[config.mk]
export PLATFORM = sky130hd
export DESIGN_NAME = ind_reg_master
export DESIGN_NICKNAME = d
export VERILOG_FILES = /design/src/rtl/irm_pkg.sv /design/src/rtl/irm_byte_cycle.sv /design/src/rtl/irm_access_seq.sv /design/src/rtl/ind_reg_master.sv
export SDC_FILE = /design/constraint.sdc
export NUM_CORES = 1
export LEC_CHECK = 0
export ABC_AREA = 1
export BUFFER_PORTS_ARGS = -buffer_cell sky130_fd_sc_hd__buf_4
export CAP_MARGIN = 30
export CORE_MARGIN = 2
export CORE_UTILIZATION = 29
export CTS_BUF_LIST = sky130_fd_sc_hd__clkbuf_8
export DETAILED_ROUTE_END_ITERATION = 10
export GPL_ROUTABILITY_DRIVEN = 0
export PLACE_DENSITY = 0.57
export RECOVER_POWER = 25
export SLEW_MARGIN = 20
export SYNTH_ARGS = -nofsm -noshare
export SYNTH_HDL_FRONTEND = slang
export SYNTH_SLANG_ARGS = --single-unit
[constraint.sdc]
create_clock -name clk -period 4 [get_ports clk]
set_clock_uncertainty 0.15 [all_clocks]
set_input_delay 0.4 -clock clk [delete_from_list [all_inputs] [get_ports clk]]
set_output_delay 0.4 -clock clk [all_outputs]
set_load 0.03 [all_outputs]
[src/rtl/irm_pkg.sv]
// Package: shared constants and types for the indirect register access master.
// Assumes the peripheral places its window registers at consecutive offsets.
package irm_pkg;
    // Byte cycle phases of the bus engine
    typedef enum logic [1:0] {
        PH_IDLE   = 2'd0,
        PH_SETUP  = 2'd1,
        PH_STROBE = 2'd2,
        PH_GAP    = 2'd3
    } phase_t;

    // Bus offsets the peripheral decodes
    localparam int OFF_MODE   = 1;  // mode register low byte
    localparam int OFF_WINDOW = 2;  // first window register (address high)
endpackage

[src/rtl/irm_byte_cycle.sv]
// Module: irm_byte_cycle
// Runs one asynchronous byte cycle: setup with chip select high, strobe low,
// then idle gap. All bus pins come from flops, so they do not glitch.
// Assumes start is only raised while idle is high, and the cfg_* inputs hold
// steady during a cycle.
module irm_byte_cycle
    import irm_pkg::*;
#(
    parameter int BUS_W = 8,
    parameter int OFF_W = 3,
    parameter int CNT_W = 4
) (
    input  logic             clk,
    input  logic             rst_n,
    input  logic [CNT_W-1:0] cfg_setup,
    input  logic [CNT_W-1:0] cfg_strobe,
    input  logic [CNT_W-1:0] cfg_gap,
    input  logic             start,
    input  logic [OFF_W-1:0] op_off,
    input  logic [BUS_W-1:0] op_data,
    input  logic             op_rd,
    output logic             idle,
    output logic             fin,
    output logic [BUS_W-1:0] rbyte,
    output logic [OFF_W-1:0] bus_addr,
    output logic             bus_cs_n,
    output logic             bus_rd_n,
    output logic             bus_wr_n,
    output logic             bus_oe,
    output logic [BUS_W-1:0] bus_dout,
    input  logic [BUS_W-1:0] bus_din
);
    phase_t           ph_q, ph_n;
    logic [CNT_W-1:0] cnt_q, cnt_n;
    logic [OFF_W-1:0] off_q;
    logic [BUS_W-1:0] data_q;
    logic             rd_q;
    logic             rd_nx;
    logic             cs_n_q, rd_n_q, wr_n_q, oe_q;
    logic [BUS_W-1:0] rbyte_q;

    // Next phase and count from the current phase and its down-counter
    always_comb begin
        ph_n  = ph_q;
        cnt_n = cnt_q;
        unique case (ph_q)
            PH_IDLE: begin
                if (start) begin
                    ph_n  = PH_SETUP;
                    cnt_n = cfg_setup;
                end
            end
            PH_SETUP: begin
                if (cnt_q == '0) begin
                    ph_n  = PH_STROBE;
                    cnt_n = cfg_strobe;
                end else begin
                    cnt_n = cnt_q - 1'b1;
                end
            end
            PH_STROBE: begin
                if (cnt_q == '0) begin
                    ph_n  = PH_GAP;
                    cnt_n = cfg_gap;
                end else begin
                    cnt_n = cnt_q - 1'b1;
                end
            end
            PH_GAP: begin
                if (cnt_q == '0) begin
                    ph_n = PH_IDLE;
                end else begin
                    cnt_n = cnt_q - 1'b1;
                end
            end
            default: ph_n = PH_IDLE;
        endcase
    end

    // Direction of the byte cycle about to run (the latched one, or a new one)
    always_comb begin
        rd_nx = (ph_q == PH_IDLE && start) ? op_rd : rd_q;
    end

    // Phase and counter registers
    always_ff @(posedge clk) begin
        if (!rst_n) begin
            ph_q  <= PH_IDLE;
            cnt_q <= '0;
        end else begin
            ph_q  <= ph_n;
            cnt_q <= cnt_n;
        end
    end

    // Latch the byte operation when a cycle starts; held until the next start
    always_ff @(posedge clk) begin
        if (!rst_n) begin
            off_q  <= '0;
            data_q <= '0;
            rd_q   <= 1'b0;
        end else if (ph_q == PH_IDLE && start) begin
            off_q  <= op_off;
            data_q <= op_data;
            rd_q   <= op_rd;
        end
    end

    // Registered bus controls decoded from the next phase
    always_ff @(posedge clk) begin
        if (!rst_n) begin
            cs_n_q <= 1'b1;
            rd_n_q <= 1'b1;
            wr_n_q <= 1'b1;
            oe_q   <= 1'b0;
        end else begin
            cs_n_q <= (ph_n != PH_STROBE);
            rd_n_q <= !(ph_n == PH_STROBE && rd_nx);
            wr_n_q <= !(ph_n == PH_STROBE && !rd_nx);
            oe_q   <= (ph_n != PH_IDLE) && !rd_nx;
        end
    end

    // Sample the read byte on the last strobe-low clock
    always_ff @(posedge clk) begin
        if (!rst_n) begin
            rbyte_q <= '0;
        end else if (ph_q == PH_STROBE && cnt_q == '0 && rd_q) begin
            rbyte_q <= bus_din;
        end
    end

    assign idle     = (ph_q == PH_IDLE);
    assign fin      = (ph_q == PH_GAP) && (cnt_q == '0);
    assign rbyte    = rbyte_q;
    assign bus_addr = off_q;
    assign bus_dout = data_q;
    assign bus_cs_n = cs_n_q;
    assign bus_rd_n = rd_n_q;
    assign bus_wr_n = wr_n_q;
    assign bus_oe   = oe_q;
endmodule

[src/rtl/irm_access_seq.sv]
// Module: irm_access_seq
// Accepts a register command or a mode byte and feeds the byte engine the
// window sequence (address bytes, then data bytes, high byte first). It puts
// read bytes together into the result.
// Assumes REG_W is twice BUS_W and the window registers are at consecutive offsets.
module irm_access_seq
    import irm_pkg::*;
#(
    parameter int BUS_W = 8,
    parameter int REG_W = 16,
    parameter int OFF_W = 3
) (
    input  logic             clk,
    input  logic             rst_n,
    input  logic             cmd_valid,
    input  logic             cmd_write,
    input  logic [REG_W-1:0] cmd_addr,
    input  logic [REG_W-1:0] cmd_wdata,
    input  logic             mode_valid,
    input  logic [BUS_W-1:0] mode_byte,
    input  logic             eng_idle,
    input  logic             eng_fin,
    input  logic [BUS_W-1:0] eng_rbyte,
    output logic             start,
    output logic [OFF_W-1:0] op_off,
    output logic [BUS_W-1:0] op_data,
    output logic             op_rd,
    output logic             busy,
    output logic             done,
    output logic [REG_W-1:0] rdata
);
    localparam int HALVES = REG_W / BUS_W;
    localparam int STEPS  = 2 * HALVES;
    localparam int STEP_W = $clog2(STEPS);

    logic              busy_q, mode_q, write_q, launched_q, done_q;
    logic [STEP_W-1:0] step_q;
    logic [REG_W-1:0]  addr_q, wdata_q, rdata_q;
    logic [BUS_W-1:0]  mbyte_q, acc_q;
    logic [BUS_W-1:0]  seq_bytes [STEPS];
    logic              accept, last_step;

    // Byte order of the window: address bytes then data bytes, high first
    for (genvar g = 0; g < STEPS; g++) begin : g_bytes
        if (g < HALVES) begin : g_addr
            assign seq_bytes[g] = addr_q[(HALVES-1-g)*BUS_W +: BUS_W];
        end else begin : g_data
            assign seq_bytes[g] = wdata_q[(STEPS-1-g)*BUS_W +: BUS_W];
        end
    end

    // Request acceptance and the operation to hand to the engine
    always_comb begin
        accept    = !busy_q && (cmd_valid || mode_valid);
        last_step = mode_q || (step_q == STEP_W'(STEPS-1));
        start     = busy_q && eng_idle && !launched_q;
        if (mode_q) begin
            op_off  = OFF_W'(OFF_MODE);
            op_data = mbyte_q;
            op_rd   = 1'b0;
        end else begin
            op_off  = OFF_W'(OFF_WINDOW) + OFF_W'(step_q);
            op_data = seq_bytes[step_q];
            op_rd   = !write_q && (step_q >= STEP_W'(HALVES));
        end
    end

    // Request state, step counter and read-data assembly
    always_ff @(posedge clk) begin
        if (!rst_n) begin
            busy_q     <= 1'b0;
            mode_q     <= 1'b0;
            write_q    <= 1'b0;
            launched_q <= 1'b0;
            done_q     <= 1'b0;
            step_q     <= '0;
            addr_q     <= '0;
            wdata_q    <= '0;
            mbyte_q    <= '0;
            acc_q      <= '0;
            rdata_q    <= '0;
        end else begin
            done_q <= 1'b0;
            if (accept) begin
                busy_q     <= 1'b1;
                mode_q     <= mode_valid;
                write_q    <= cmd_write;
                addr_q     <= cmd_addr;
                wdata_q    <= cmd_wdata;
                mbyte_q    <= mode_byte;
                step_q     <= '0;
                launched_q <= 1'b0;
            end else if (busy_q) begin
                if (start) begin
                    launched_q <= 1'b1;
                end
                if (eng_fin) begin
                    launched_q <= 1'b0;
                    if (op_rd) begin
                        acc_q <= eng_rbyte;
                    end
                    if (last_step) begin
                        busy_q <= 1'b0;
                        done_q <= 1'b1;
                        if (op_rd) begin
                            rdata_q <= {acc_q, eng_rbyte};
                        end
                    end else begin
                        step_q <= step_q + 1'b1;
                    end
                end
            end
        end
    end

    assign busy  = busy_q;
    assign done  = done_q;
    assign rdata = rdata_q;
endmodule

[src/rtl/ind_reg_master.sv]
// Module: ind_reg_master (top)
// Host-side master for 16-bit register access through an 8-bit windowed
// asynchronous bus. It joins the access sequencer to the byte-cycle engine.
// Assumes an external pad ring turns bus_dout/bus_oe/bus_din into a tristate bus.
module ind_reg_master
    import irm_pkg::*;
#(
    parameter int BUS_W = 8,
    parameter int REG_W = 16,
    parameter int OFF_W = 3,
    parameter int CNT_W = 4
) (
    input  logic             clk,
    input  logic             rst_n,
    input  logic [CNT_W-1:0] cfg_setup,
    input  logic [CNT_W-1:0] cfg_strobe,
    input  logic [CNT_W-1:0] cfg_gap,
    input  logic             cmd_valid,
    input  logic             cmd_write,
    input  logic [REG_W-1:0] cmd_addr,
    input  logic [REG_W-1:0] cmd_wdata,
    input  logic             mode_valid,
    input  logic [BUS_W-1:0] mode_byte,
    output logic             busy,
    output logic             done,
    output logic [REG_W-1:0] rdata,
    output logic [OFF_W-1:0] bus_addr,
    output logic             bus_cs_n,
    output logic             bus_rd_n,
    output logic             bus_wr_n,
    output logic             bus_oe,
    output logic [BUS_W-1:0] bus_dout,
    input  logic [BUS_W-1:0] bus_din
);
    logic             eng_start, eng_idle, eng_fin, eng_rd;
    logic [OFF_W-1:0] eng_off;
    logic [BUS_W-1:0] eng_data, eng_rbyte;

    irm_access_seq #(.BUS_W(BUS_W), .REG_W(REG_W), .OFF_W(OFF_W)) seq_i (
        .clk(clk), .rst_n(rst_n),
        .cmd_valid(cmd_valid), .cmd_write(cmd_write),
        .cmd_addr(cmd_addr), .cmd_wdata(cmd_wdata),
        .mode_valid(mode_valid), .mode_byte(mode_byte),
        .eng_idle(eng_idle), .eng_fin(eng_fin), .eng_rbyte(eng_rbyte),
        .start(eng_start), .op_off(eng_off), .op_data(eng_data), .op_rd(eng_rd),
        .busy(busy), .done(done), .rdata(rdata)
    );

    irm_byte_cycle #(.BUS_W(BUS_W), .OFF_W(OFF_W), .CNT_W(CNT_W)) eng_i (
        .clk(clk), .rst_n(rst_n),
        .cfg_setup(cfg_setup), .cfg_strobe(cfg_strobe), .cfg_gap(cfg_gap),
        .start(eng_start), .op_off(eng_off), .op_data(eng_data), .op_rd(eng_rd),
        .idle(eng_idle), .fin(eng_fin), .rbyte(eng_rbyte),
        .bus_addr(bus_addr), .bus_cs_n(bus_cs_n), .bus_rd_n(bus_rd_n),
        .bus_wr_n(bus_wr_n), .bus_oe(bus_oe), .bus_dout(bus_dout),
        .bus_din(bus_din)
    );
endmodule

==> results of run 1 <==
critical path, cell delays in order (launching register included):
cell	delay, ps
dfxtp_1	360
nor2_2	250
nand3b_1	560
inv_1	530
o21ai_0	130
a31oi_1	190
cell families (layout without fill, tap and decap cells):
| kind of cell | Yosys count | in the layout |
|---|---|---|
| and+or+nand+nor | 207 | 207 |
| AOI/OAI and AO/OA | 155 | 155 |
| DFF | 101 | 101 |
| buffers and inverters | 90 | 178 |
| adders and majority gates | 4 | 4 |
| xor gates and xnor gates | 1 | 1 |
power breakdown:
group,internal [W],switching [W],total [W]
logic,0.000191,0.000397,0.000588
registers,0.00110,0.0000605,0.00116
clock network,0.000247,0.000370,0.000617
routing by layer:
| metal | GRT usage [%] | part of all wire, % | vias up |
|---|---|---|---|
| met1 | 19.2 | 48 | 1717 |
| met2 | 24.0 | 46 | 95 |
| met4 | 3.41 | 0.69 | 0 |
| met3 | 3.66 | 5.2 | 7 |
| met5 | 0 | 0 | - |
| li1 | - | - | 1986 |
worst paths after layout:
| kind | slack, ps | to | startpoint | depth (start not counted) |
|---|---|---|---|---|
| max reg2reg | 1760 | eng_i.bus_dout[4] | eng_i.ph_q[1] | 5 |
| min | 130 | seq_i.wdata_q[10] | cmd_wdata[10] | 3 |
| min reg2reg | 310 | seq_i.wdata_q[7] | seq_i.wdata_q[7] | 2 |
| max | 1760 | eng_i.bus_dout[4] | eng_i.ph_q[1] | 5 |
flip-flops by register name, indices dropped and copies added, names as in the netlist, 2 cells and up:
| signal | flops |
|---|---|
| eng_i.cnt_q | 4 |
| seq_i.rdata | 16 |
| seq_i.wdata_q | 16 |
| eng_i.rbyte | 8 |
| seq_i.addr_q | 16 |
| eng_i.ph_q | 2 |
| eng_i.bus_addr | 3 |
| seq_i.mbyte_q | 8 |
| seq_i.acc_q | 8 |
| eng_i.bus_dout | 8 |
| seq_i.step_q | 2 |
placed cells by master, fill, tap and decap left out, types with 4 or more instances in the layout:
master and instances:
nand3_1 9, nand2_1 78, clkbuf_1 33, nor2_1 100
nor3_1 9, o21ai_0 71, inv_1 57, ha_1 4
dfxtp_1 101, a21oi_1 48, a31oi_1 8, a211oi_1 5
clkbuf_8 10, buf_4 67, o211ai_1 18
stage by stage:
stage / setup WS (ps) / power [W] / util [%]
after CTS: 1780 / 0.00241 / 37.4
final: 1760 / 0.00236 / 36.5
after global placement: 1470 / 0.00178 / 36.0
after floorplan: 1960 / 0.00158 / -
after global routing: 1540 / 0.00250 / 36.5
after detailed placement: 1810 / 0.00179 / 36.1
final cells by class:
cell class / count / area, um^2 / share of cell area, %
flip-flops and latches: 101 / 2020 / 39.8
clock buffers: 10 / 138 / 2.71
repair buffers: 101 / 642 / 12.6
clock inverters: 6 / 43.8 / 0.862
well taps: 180 / 225 / 4.43
inverters: 61 / 229 / 4.51
multi-input cells: 367 / 1780 / 35.1
==> results.yml, run 1 <==
yosys:
  synthAdderAreaFrac_pct: 1.20
  ys_seq_area_share_pct: 48.6
  synth_area_leaders: "dfxtp_1 49%, nor2_1 9.0%, o21ai_0 8.5%, nand2_1 7.0%, a21oi_1 5.8%"
  synth_xor_area_share_pct: 0.210
  synth-compound-area-share_pct: 20.5
  synthSimpleGateAreaFrac_pct: 20.8
  synthMuxAreaShare_pct: 0
  synthesis.area_mm2: 0.00416
  synthMostInstantiatedCell: "dfxtp_1"
  synth.top_cell.area_share_pct: 48.6
  yosys.area.top_type: "dfxtp_1"
  synthArstFlopShare_pct: 0
  syn_inst: 558
  ys_warn_count: 0
  synth_edf_count: 0
  yosys_most_used_dff: "dfxtp_1"
  synthesis.nets: 627
  synth_common_cells: "101 x dfxtp_1, 100 x nor2_1, 78 x nand2_1, 71 x o21ai_0, 57 x inv_1"
  synth_top_family_by_area: "simple AND/OR/NAND/NOR gates"
  syn_area_per_cell_um2: 7.46
  ys_ff_latch: 101
  synth.distinct_cells: 31
global_route:
  grt-ovfl-total: 0
  grt_pass1_vias: 3519
  grt_pass1_wl_mm: 17.2
  grt.total_usage_pct: 14.6
  grt_max_degree: 82
  antenna_found_initial: 0
cts:
  post_cts_resized: 0
  clkTransAtPathRegs_ps: 110
  insertion_delay_ps: 360
  clock_path_buffers: 2
  cts_root_buffer: "clkbuf_8"
  cts_max_level: 3
  numCtsBuffers: 9
  cts_sinks: 101
  post-cts-setup-buffers: 0
  hold_buffers: 0
  cts_tree: "done"
route:
  detail_route.wirelength_mm: 11.0
  wl_per_cell_um: 13.3
  routed_via_density: 4.61
  dr.pass1.iters: 4
  via_count: 3805
  drt_iter0_markers: 258
  antenna_left: 0
  drc: 0
power:
  p_leak_nw: 2.16
  power.density_mw_per_mm2: 465
  vdd_drop_max_mv: 0.171
worst_setup_path:
  crit_path_start_kind: "flop"
  crit_type: "reg2reg"
  cp-end-kind: "flop"
  required_ps: 4140
  critPathArrivalTime_ps: 2390
  crit_fanout: 17
final_layout:
  fill_cells: 1514
  n_antenna_cell: 0
  drive_above_1_share_pct: 14.6
  nets: 710
  area_delta_synth_final_pct: 22.1
  instances_no_fill: 826
  design_area_mm2: 0.00508
worst_hold_path:
  hp-class: "in2reg"
floorplanning:
  coreArea_mm2: 0.0139
  die_area_mm2: 0.0153
  die_h_um: 124
  row_count: 43
  io_pins: 98
  initial_core_util_pct: 29.9
  chipWidth_um: 124
job:
  drv_cap: 0
sta:
  grt_setup_unrepaired: "false"
  finalCritPeriodShare_pct: 56.1
  whs_ps: 126
  finalSetupTns_ps: 0
  hold_viol: 0
  finalSetupViolCount: 0
  slew_viol_final: 0
  max_slew_margin_pct: 50.2
  min_period_ps: 2240
  max_freq_mhz: 445
  tightestPinTransition_ps: 744
place:
  io_buffers: 97
  place.detailed.hpwl_mm: 7.81
  placed_cells: 810
  post_dp_cell_area_mm2: 0.00502
run_status:
  status: "completed"
Power figures use the tool's default switching activity.
==> run 2, diff against run 1 <==
clock period = 2.4 ns   (was 4 ns; I/O delays follow)
==> results.yml, run 2 (synthesized netlist as in run 1, its figures left out) <==
final_layout:
  final_cell_mix: "101 x dfxtp_1, 100 x nor2_1, 78 x nand2_1, 74 x buf_4, 72 x o21ai_0"
  drive_above_1_share_pct: 13.8
  multi_input_area_mm2: 0.00177
  area_delta_synth_final_pct: 32.5
  final_common_cell: "dfxtp_1"
  seq_area_mm2: 0.00202
  fill_cells: 1470
  n_antenna_cell: 0
  nets: 756
  instances_no_fill: 870
sta:
  finalSetupViolCount: 0
  max_freq_mhz: 483
  max_slew_margin_pct: 64.8
  finalCritPeriodShare_pct: 86.3
  min_period_ps: 2070
  grt_setup_unrepaired: "false"
  finalSetupTns_ps: 0
  hold_viol: 0
  slew_viol_final: 0
  tightestPinTransition_ps: 527
route:
  routed_via_density: 4.59
  wl_per_cell_um: 13.2
  drc: 0
  antenna_left: 0
  detail_route.wirelength_mm: 11.5
  drt_iter0_markers: 237
  dr.pass1.iters: 5
  via_count: 3994
power:
  vdd_drop_max_mv: 0.351
  power.density_mw_per_mm2: 726
  finalPower_w: 0.00400
  p_leak_nw: 2.36
worst_setup_path:
  setup.worst_path.end: "seq_i.rdata[0]"
  crit_path_start_kind: "flop"
  rr_endpoint: "seq_i.rdata[0]"
  rr_worst_depth: 10
  reg2reg_from: "eng_i.cnt_q[0]"
  crit_path_start: "eng_i.cnt_q[0]"
  crit_type: "reg2reg"
  r2r_slack_ps: 330
  required_ps: 2560
  critPathArrivalTime_ps: 2230
  crit_fanout: 27
  cp-end-kind: "flop"
global_route:
  grt_util_met1_pct: 18.5
  gr-usage-met2_pct: 27.4
  grt_pass1_vias: 3936
  busiest_layer: "met2"
  grt.total_usage_pct: 15.5
  grtUsageMet3_pct: 4.12
  grt_pass1_wl_mm: 18.5
  grt_max_degree: 59
  grt-ovfl-total: 0
  antenna_found_initial: 0
cts:
  cts_root_buffer: "clkbuf_8"
  cts_sinks: 101
  numCtsBuffers: 9
  insertion_delay_ps: 370
  cts_max_level: 3
  clkTransAtPathRegs_ps: 80
  clock_path_buffers: 2
  post-cts-setup-buffers: 0
  cts_tree: "done"
place:
  place.detailed.hpwl_mm: 8.12
  placed_cells: 815
  io_buffers: 97
floorplanning:
  initial_core_util_pct: 29.9
  die_h_um: 124
  row_count: 43
  chipWidth_um: 124
  io_pins: 98
  die_area_mm2: 0.0153
  coreArea_mm2: 0.0139
job:
  drv_cap: 0
run_status:
  status: "completed"
worst_hold_path:
  hp-class: "in2reg"
run 2: cell types whose count changed in the layout (fill, tap and decap cells not counted):
cell / change
buf_4: +7
buf_8: -1
bufinv_16: +1
clkbuf_1: -1
clkinv_2: -1
clkinv_4: -1
clkinvlp_4: -1
dlygate4sd3_1: +41
inv_1: +2
inv_6: -2
o21ai_0: +1
o21ai_4: -1
run 2: critical path, cell delays in order, from the launching register on:
cell and delay [ps]:
dfxtp_1 330, inv_1 140, ha_1 230, nand2_2 90, nor2_4 190, nand3_4 130
nor2_8 230, nand2_4 220, nand2_1 120, nand2_1 60, nor2_1 110
run 2: final cells by class:
cell class | count | share of cell area, %
sequential | 101 | 36.7
multi-input combinational | 367 | 32.1
timing repair buffer | 147 | 19.7
inverter | 61 | 4.15
tap | 180 | 4.08
clock buffer | 10 | 2.50
clock inverter | 4 | 0.771
run 2: worst min-delay path by stage:
stage | slack [ps] | end | cells after the start | start
2_1_floorplan | 240 | seq_i.mode_q | 1 | mode_valid
3_3_place_gp | 290 | seq_i.wdata_q[4] | 2 | seq_i.wdata_q[4]
3_5_place_dp | 300 | seq_i.wdata_q[7] | 2 | seq_i.wdata_q[7]
4_1_cts | 0.2 | seq_i.wdata_q[1] | 3 | cmd_wdata[1]
5_1_grt | 30 | seq_i.addr_q[4] | 3 | cmd_addr[4]
6_report | 20 | eng_i.rbyte[2] | 3 | bus_din[2]
run 2: what timing repair did:
item | 4_1_cts | 5_1_grt
resized for setup | 0 | 0
hold buffers | 41 | 0
endpoints found under the hold margin | 41 | 0
run 2: report_power, final:
part | internal [W] | switching, W
clock | 0.000491 | 0.000553
sequential | 0.00183 | 0.000100
combinational | 0.000371 | 0.000661
total | 0.00269 | 0.00132
run 2: routing by layer:
layer  part of all wire, %  vias up
met4                   1.1        0
li1                      -     2066
met3                   5.7       10
met2                    49      107
met5                     0        -
met1                    44     1811
run 2: per-stage QoR:
step	worst slack, ps	area [um^2]	hold slack [ps]	util [%]
after floorplan	356	4160	245	-
after global placement	445	5050	293	36.3
after detailed placement	358	5050	296	36.3
after CTS	338	5650	0.220	40.5
after global routing	110	5510	25.8	39.6
final	328	5510	24.2	39.6
==> run 3, diff against run 2 <==
CORE_UTILIZATION = 50   (was 29)
PLACE_DENSITY = 0.84   (was 0.57)
==> results.yml, run 3 (synthesized netlist as in run 1, its figures left out) <==
place:
  place.detailed.hpwl_mm: 7.21
  preCtsSetupSlack_ps: 372
  io_buffers: 97
route:
  detail_route.wirelength_mm: 10.4
  drc: 0
  routed_via_density: 5.15
  via_count: 4014
  drt_iter0_markers: 235
  antenna_left: 0
  wl_per_cell_um: 13.3
  dr.pass1.iters: 5
run_status:
  status: "completed"
global_route:
  grt_pass1_wl_mm: 16.8
  grt.total_usage_pct: 23.9
  antenna_found_initial: 0
  grt_max_degree: 59
  grt-ovfl-total: 0
  grt_pass1_vias: 3731
worst_setup_path:
  required_ps: 2500
  crit_fanout: 16
  critPathArrivalTime_ps: 2180
  crit_type: "reg2reg"
  crit_path_start_kind: "flop"
  cp-end-kind: "flop"
job:
  drv_cap: 0
cts:
  cts_root_buffer: "clkbuf_8"
  post_cts_resized: 0
  clock_path_buffers: 2
  cts_sinks: 101
  cts_tree: "done"
  cts_max_level: 3
  insertion_delay_ps: 370
  clkTransAtPathRegs_ps: 100
  post-cts-setup-buffers: 0
  numCtsBuffers: 9
final_layout:
  n_antenna_cell: 0
  final_common_cell: "dfxtp_1"
  area_delta_synth_final_pct: 26.2
  final_cell_mix: "101 x dfxtp_1, 100 x nor2_1, 78 x nand2_1, 72 x o21ai_0, 72 x buf_4"
  drive_above_1_share_pct: 14.4
  nets: 738
sta:
  max_freq_mhz: 481
  finalSetupViolCount: 0
  finalCritPeriodShare_pct: 86.7
  grt_setup_unrepaired: "false"
  min_period_ps: 2080
  max_slew_margin_pct: 54.9
  finalSetupTns_ps: 0
  tightestPinTransition_ps: 674
  slew_viol_final: 0
  setup_ws_ps: 319
  whs_ps: 3.35
  hold_viol: 0
floorplanning:
  coreArea_mm2: 0.00813
  io_pins: 98
  die_area_mm2: 0.00907
  initial_core_util_pct: 51.2
  chipWidth_um: 95.2
  row_count: 33
  die_h_um: 95.2
power:
  p_leak_nw: 2.28
  power.density_mw_per_mm2: 757
  vdd_drop_max_mv: 0.381
worst_hold_path:
  hp-class: "in2reg"
-- run 3: cell types whose count changed in the layout (fill, tap and decap cells not counted), sizes merged --
cell         change
inv              +2
dlygate4sd3     -16
buf              -2
clkinvlp         +1
bufinv           -1
-- run 3: critical path: stages (launching register included) --
cell     delay (ps)
dfxtp_1         330
inv_1           130
ha_1            220
nand2_2          80
nor2_4          190
nand3_1         420
o21ai_0         380
a21oi_1          60
-- run 3: stage by stage --
stage	util [%]	cell area, um^2	total power, W	cells
global route	64.6	5260	0.00422	779
finish	64.6	5260	0.00398	779
CTS	66.2	5390	0.00403	779
global placement	60.8	4950	0.00293	738
detailed placement	60.8	4950	0.00297	738
floorplan	-	4160	0.00264	558
-- run 3: where the power goes --
part,internal [W],leakage [nW],switching [W]
logic,0.000353,1.35,0.000648
registers,0.00183,0.828,0.000103
clock network,0.000426,0.0971,0.000622
-- run 3: what timing repair did --
action	in CTS	in global routing
endpoints found under the setup margin	0	0
hold buffers	25	0
endpoints found under the hold margin	25	0
-- run 3: worst paths after layout --
path / from / endpoint / slack, ps / cells past startpoint
setup / recovery: eng_i.cnt_q[0] / eng_i.rbyte[6] / 320 / 7
hold / removal: mode_byte[5] / seq_i.mbyte_q[5] / 3 / 3
setup reg to reg: eng_i.cnt_q[0] / eng_i.rbyte[6] / 320 / 7
hold reg to reg: seq_i.addr_q[5] / seq_i.addr_q[5] / 310 / 2
-- run 3: final cells by class --
type,instances,area [um^2]
timing repair buffer,129,911
inverter,61,229
clock inverter,6,52.6
fill,724,2880
sequential,101,2020
clock buffer,10,138
multi-input combinational,367,1770
tap,105,131
-- run 3: routing by layer --
metal	share of wire (%)	track usage, %	vias up
li1	-	-	2045
met1	42	28.0	1819
met4	2.3	7.85	0
met2	50	43.0	129
met3	5.8	5.22	21
met5	0	0	-
